<file path="config.mk">
export PLATFORM = sky130hd
export DESIGN_NAME = pfbrk_unit
export DESIGN_NICKNAME = d
export VERILOG_FILES = /design/src/rtl/pfbrk_pkg.sv /design/src/rtl/pfbrk_cmp.sv /design/src/rtl/pfbrk_regs.sv /design/src/rtl/pfbrk_unit.sv
export SDC_FILE = /design/constraint.sdc
export NUM_CORES = 1
export LEC_CHECK = 0
export ABC_AREA = 1
export CORE_MARGIN = 2
export CORE_UTILIZATION = 62
export DETAILED_ROUTE_END_ITERATION = 12
export DONT_BUFFER_PORTS = 1
export PLACE_DENSITY = 0.77
export SLEW_MARGIN = 40
export SYNTH_ARGS = -nofsm -noshare
export SYNTH_HDL_FRONTEND = slang
export SYNTH_SLANG_ARGS = --single-unit
</file>
<file path="constraint.sdc">
create_clock -name clk -period 1.1 [get_ports clk]
set_input_delay 0.33 -clock clk [delete_from_list [all_inputs] [get_ports clk]]
set_output_delay 0.33 -clock clk [all_outputs]
set_load 0.02 [all_outputs]
</file>
<file path="src/rtl/pfbrk_pkg.sv">
package pfbrk_pkg;
  localparam int CTRL_EN_BIT   = 0;
  localparam int CTRL_FLAG_BIT = 1;

  // equality under a mask of significant bits
  function automatic logic masked_eq(input logic [31:0] a,
                                     input logic [31:0] b,
                                     input logic [31:0] mask);
    return ((a ^ b) & mask) == 32'h0;
  endfunction

  // mask covering bits [width-1:1]
  function automatic logic [31:0] word_mask(input int width);
    return ((32'h1 << width) - 32'h1) & ~32'h1;
  endfunction
endpackage

</file>
<file path="src/rtl/pfbrk_cmp.sv">
module pfbrk_cmp #(
  parameter int ADDR_W   = 24,
  parameter int NARROW_W = 16
) (
  input  logic              strobe,
  input  logic [ADDR_W-1:0] addr,
  input  logic [ADDR_W-1:1] brk,
  input  logic              wide,
  output logic              raw_hit
);
  import pfbrk_pkg::*;

  localparam logic [31:0] FULL_MASK   = word_mask(ADDR_W);
  localparam logic [31:0] NARROW_MASK = word_mask((NARROW_W < ADDR_W) ? NARROW_W : ADDR_W);

  logic [31:0] addr_x, brk_x, sel_mask;

  always_comb begin
    addr_x   = 32'(addr);
    brk_x    = 32'({brk, 1'b0});
    sel_mask = wide ? FULL_MASK : NARROW_MASK;
    raw_hit  = strobe && masked_eq(addr_x, brk_x, sel_mask);
  end
endmodule

</file>
<file path="src/rtl/pfbrk_regs.sv">
module pfbrk_regs #(
  parameter int ADDR_W = 24
) (
  input  logic              clk,
  input  logic              rst_n,
  input  logic              wr,
  input  logic              sel,
  input  logic [ADDR_W-1:0] wdata,
  input  logic              hit,
  output logic              clr,
  output logic [ADDR_W-1:1] brk_q,
  output logic              en_q,
  output logic              flag_q
);
  import pfbrk_pkg::*;

  logic ctrl_wr;

  always_comb begin
    ctrl_wr = wr && sel;
    clr     = ctrl_wr && !wdata[CTRL_FLAG_BIT];
  end

  always_ff @(posedge clk or negedge rst_n) begin
    if (!rst_n) begin
      brk_q  <= '0;
      en_q   <= 1'b0;
      flag_q <= 1'b0;
    end else begin
      if (wr && !sel) brk_q <= wdata[ADDR_W-1:1];
      if (ctrl_wr)    en_q  <= wdata[CTRL_EN_BIT];
      if (hit)        flag_q <= 1'b1;
      else if (clr)   flag_q <= 1'b0;
    end
  end
endmodule

</file>
<file path="src/rtl/pfbrk_unit.sv">
module pfbrk_unit #(
  parameter int ADDR_W   = 24,
  parameter int NARROW_W = 16
) (
  input  logic              clk,
  input  logic              rst_n,
  input  logic              pf_strobe,
  input  logic [ADDR_W-1:0] pf_addr,
  input  logic              wide_mode,
  input  logic              reg_wr,
  input  logic              reg_sel,
  input  logic [ADDR_W-1:0] reg_wdata,
  output logic [ADDR_W-1:0] reg_rdata,
  output logic              brk_irq
);
  import pfbrk_pkg::*;

  logic [ADDR_W-1:1] brk_q;
  logic raw_hit_w, hit_w, clr_w, en_q, flag_q;

  pfbrk_cmp #(.ADDR_W(ADDR_W), .NARROW_W(NARROW_W)) u_cmp (
    .strobe(pf_strobe), .addr(pf_addr), .brk(brk_q),
    .wide(wide_mode), .raw_hit(raw_hit_w)
  );

  assign hit_w = raw_hit_w && en_q;

  pfbrk_regs #(.ADDR_W(ADDR_W)) u_regs (
    .clk(clk), .rst_n(rst_n), .wr(reg_wr), .sel(reg_sel),
    .wdata(reg_wdata), .hit(hit_w), .clr(clr_w),
    .brk_q(brk_q), .en_q(en_q), .flag_q(flag_q)
  );

  always_comb begin
    reg_rdata = '0;
    if (reg_sel) begin
      reg_rdata[CTRL_EN_BIT]   = en_q;
      reg_rdata[CTRL_FLAG_BIT] = flag_q;
    end else begin
      reg_rdata = {brk_q, 1'b0};
    end
    brk_irq = flag_q && en_q;
  end
endmodule

</file>
# Yosys cells after proc, flatten, opt, wreduce, memory -nomap -nowiden
# Cells that the tools add are included.
dict set report classes {
  magnitude_cmp 0
  bitwise_logic 2
  shift 0
  n_addsub 0
  reduce_logical 10
  n_mux 5
  n_div 0
  n_eq_ne 0
  n_mul 0
}
# operator n
set op_table {}
lappend op_table {{$and A32 B32 Y32} 1}
lappend op_table {{$logic_not A32 Y1} 1}
lappend op_table {{$mux W24} 1}
lappend op_table {{$xor A24 B24 Y24} 1}
lappend op_table {{$mux W22} 1}
lappend op_table {{$logic_and A1 B1 Y1} 6}
lappend op_table {{$logic_not A1 Y1} 2}
lappend op_table {{$mux W1} 2}
lappend op_table {{$mux W2} 1}
lappend op_table {{$reduce_bool A2 Y1} 1}
dict set report totals {
  latchBits 0
  ramBits 0
  wordCells 20
  output_inout_bits 25
  mem_bits_ro 0
  n_memories 0
  regBits 25
}

# Logic depth before layout (Yosys ltp)
dict set report depth {
  word_depth 6
  ltp_mapped 10
  ltp_nobuf 10
}

# Cells and area by module
# Synthesis repeated with hierarchy kept, for this count alone.
dict set report unflattened {
  cells_unflattened 301
  hier_area_um2 1760.4
}
# module n_inst area_per_inst_um2 cells_per_inst seq_area_each_um2
set modules_own_cells {}
lappend modules_own_cells {pfbrk_regs 1 1019.7 112 625.6}
lappend modules_own_cells {pfbrk_cmp 1 501.7 132 0.0}
lappend modules_own_cells {pfbrk_unit 1 239.0 57 0.0}

# Worst setup path after synthesis
# OpenSTA, ideal clock, no wires.
dict set report synth_path {
  path_type {in2out}
  startpoint {input reg_sel}
  endpoint {output reg_rdata[1]}
  path_buffers 1
  path_slack_ns -0.200
  t_required_ns 0.770
  stages 2
  t_arrival_ns 0.970
  cell_sequence {buf_4 -> o21ai_0}
}
dict set report synth_via {
  elab_chain_cells 1
}
# item line
set synth_rtl {}
lappend synth_rtl {{from (decl)} pfbrk_unit.sv:11} ;# input logic reg_sel,
lappend synth_rtl {{$mux W2} pfbrk_unit.sv:36} ;# if (reg_sel) begin
lappend synth_rtl {{to (decl)} pfbrk_unit.sv:13} ;# output logic [ADDR_W-1:0] reg_rdata,
# No other way between the ends.

# Worst setup path after layout
dict set report layout_path {
  startpoint {register u_regs.brk_q[13] (netlist name)}
  endpoint {output reg_rdata[13]}
}
dict set report layout_via {
  elab_chain_cells 1
}
# item line
set layout_rtl {}
lappend layout_rtl {{from (decl)} pfbrk_regs.sv:11} ;# output logic [ADDR_W-1:1] brk_q,
lappend layout_rtl {{from (signal assigned)} pfbrk_regs.sv:30} ;# if (wr && !sel) brk_q <= wdata[ADDR_W-1:1];
lappend layout_rtl {{$mux W22} pfbrk_unit.sv:36}
# No other way between the ends.

==> flow_metrics.py <==
metrics = {
    "outcome": {
        "outcome": "finished, violations left",
        "failed_checks": "setup timing",
    },
    "cts": {
        "cts_root_buf": "clkbuf_4",
        "clockBufferDepth": 2,
        "insertion_delay_ps": 320,
        "h-tree-depth": 1,
        "clock_sinks": 25,
        "tritoncts": "yes",
        "clk_pin_slew_worst_paths_ps": 140,
        "cts_buffers": 3,
    },
    "timing": {
        "worstMarginPinSlew_ps": 467,
        "rsz0062_at_grt": "yes",
        "setup_viol": 26,
        "final_hold_viol_count": 0,
        "clock_skew_ps": 2.71,
        "slew_headroom_pct": 68.9,
        "setup_slack_ps": -240,
        "finalCritPeriodShare_pct": 122,
        "drv_slew": 0,
        "period_needed_ps": 1340,
        "fmax_mhz": 746,
    },
    "die": {
        "dieArea_sq_um": 2840,
        "ioPinCount": 79,
        "rows": 17,
        "start_util_pct": 66.7,
        "die_x_microns": 53.3,
        "fp.coreArea_sq_um": 2250,
        "die_h_microns": 53.3,
    },
    "synth": {
        "synthesis.area_sq_um": 1500,
        "synth_cell_types": 19,
        "syn_area_per_cell_sq_um": 6.65,
        "synth-seq-cells": 25,
        "synth-edff-count": 0,
        "synth_ff_type": "dfrtp_1",
        "synth_nets": 280,
        "synth_common_cells": "nand2_1 (50), nor2_1 (50), inv_1 (41), dfrtp_1 (25), a21oi_1 (24)",
        "ys_warn_count": 0,
        "synth_area_leader_cell": "dfrtp_1",
        "synth_area_leaders": "dfrtp_1 (42%), nand2_1 (12%), nor2_1 (12%)",
        "seq_area_frac_synth_pct": 41.6,
        "syn_inst": 226,
        "synth_top_area_share_pct": 41.6,
        "async_flop_share_pct": 100,
    },
    "flow_run": {
        "maxCapViolations": 0,
    },
    "worst_setup_path": {
        "r2r_start": "u_regs.brk_q[14]",
        "worst_r2r_path_depth": 11,
        "crit_end": "reg_rdata[13]",
        "cp_max_fo": 2,
        "crit_start": "u_regs.brk_q[13]",
        "crit_type": "flop to primary output",
        "end_kind": "primary output",
        "start_kind": "flop",
        "reg2reg_to": "u_regs.flag_q",
        "arrival_ps": 1010,
        "r2r_setup_slack_ps": -170,
        "cp.required_ps": 770,
    },
    "layout": {
        "area_growth_pct": 34.9,
        "fin_area_sq_um": 2030,
        "utilization_pct": 90.0,
        "num_antenna_cells": 0,
        "nFillCells": 114,
        "final_net_count": 314,
        "drive_gt1_share_pct": 38.6,
    },
    "global_routing": {
        "grt_max_degree": 47,
        "grt_pass1_vias": 1449,
        "grt_overflow_total": 0,
        "antenna_found_initial": 0,
        "grt_usage_pct": 28.2,
        "grt_pass1_wl_microns": 5750,
    },
    "hold_path": {
        "hp-start": "reg_wdata[13]",
        "whs_path_depth": 2,
        "hp-class": "input port to flop",
    },
    "placed_design": {
        "dp_hpwl_microns": 2470,
        "io_buffers": 0,
        "dpl_worst_slack_ps": -25.8,
        "placed_area_sq_um": 1710,
        "gp_congestion": 0.689,
    },
    "routing": {
        "drt-wirelength-per-cell_microns": 14.6,
        "firstDrtPassIters": 4,
        "post_drt_via_cell_ratio": 5.36,
        "drt_wl_total_microns": 4200,
        "drcViolationCount": 0,
        "num_vias": 1537,
        "drtIter0Drc": 27,
        "ant_nets": 0,
    },
    "pwr": {
        "p_leak_nw": 1.05,
        "p_per_area_nw_per_um2": 1220,
        "irDropWorstVdd_uv": 971,
    },
}
[routing by layer]
layer / GRT usage, % / routed length (microns) / vias to the layer above
met5: 0 / 0 / -
met4: 12.0 / 82 / 0
met3: 6.78 / 327 / 12
met2: 53.5 / 2270 / 72
met1: 28.8 / 1520 / 706
li1: - / - / 747
[power breakdown]
part	switching, mW	internal (mW)
Clock	0.280	0.136
Combinational	0.531	0.427
Sequential	0.0758	1.03
Total	0.887	1.59
[critical path: stages (launching register included)]
cell     delay (ps)
dfrtp_1         390
inv_2            50
buf_6           110
nor2_4          140
[worst min-delay path by stage]
stage | to | slack [ps]
after floorplan | u_regs.brk_q[10] | 30
after global placement | u_regs.brk_q[19] | 30
after detailed placement | u_regs.brk_q[18] | 40
after CTS | u_regs.brk_q[14] | 150
after global routing | u_regs.en_q | 130
final | u_regs.brk_q[13] | 150
[flip-flops by register name, indices dropped and copies added, names as in the netlist]
name	cells
u_regs.brk_q	23
u_regs.flag_q	1
u_regs.en_q	1
[cells by family (layout without fill, tap and decap cells)]
logic type / Yosys count / after routing / share of synthesized area [%]
AND/OR/NAND/NOR: 116 / 116 / 31.2
buffers and inverters: 50 / 83 / 13.6
AO/OA/AOI/OAI: 29 / 29 / 9.90
flip-flops: 25 / 25 / 41.6
XOR/XNOR: 5 / 5 / 2.91
multiplexers: 1 / 1 / 0.749
[final cells by class]
| class | count | area [sq um] | area share [%] |
|---|---|---|---|
| multi-input cells | 151 | 860 | 42.4 |
| flip-flops and latches | 25 | 626 | 30.8 |
| repair buffers | 37 | 323 | 15.9 |
| inverters | 42 | 158 | 7.77 |
| well taps | 28 | 35.0 | 1.73 |
| clock buffers | 3 | 22.5 | 1.11 |
| clock inverters | 1 | 5.00 | 0.247 |
[cells in the final DEF, fill, tap and decap left out]
master,Yosys,layout
inv_2,1,26
o21ai_4,0,1
nand4_1,2,2
nand3_1,8,8
buf_12,0,1
nand2_2,0,5
dfrtp_1,25,25
xor2_1,5,5
nand2_1,50,45
o21ai_0,4,3
or2_2,1,1
nand2_4,1,1
or2_1,2,2
mux2_2,1,1
nor3_1,1,1
nor2_1,50,27
buf_6,0,8
nor2_4,0,21
buf_4,3,27
inv_1,41,16
clkbuf_4,0,3
nor2_2,1,3
clkinv_2,0,1
a21oi_1,24,24
dlygate4sd3_1,0,1
a21oi_2,1,1
[repair_timing]
item                                    in CTS  in global routing
resized for setup                           27                 16
pin swaps                                   23                 12
cloned                                       0                  0
buffers inserted                            26                  4
hold buffers                                 2                  0
endpoints found under the hold margin       25                  0
endpoints found under the setup margin      26                 26
[stage by stage]
step | hold slack [ps] | power, mW | TNS (ps) | instances
2_1_floorplan | 34.4 | 1.70 | 0 | 226
3_3_place_gp | 35.0 | 1.75 | 0 | 254
3_5_place_dp | 35.1 | 1.78 | -25.8 | 254
4_1_cts | 146 | 2.40 | -3980 | 283
5_1_grt | 135 | 2.63 | -5440 | 287
6_report | 151 | 2.48 | -4110 | 287
No activity file was read; power rests on OpenSTA's default activity.
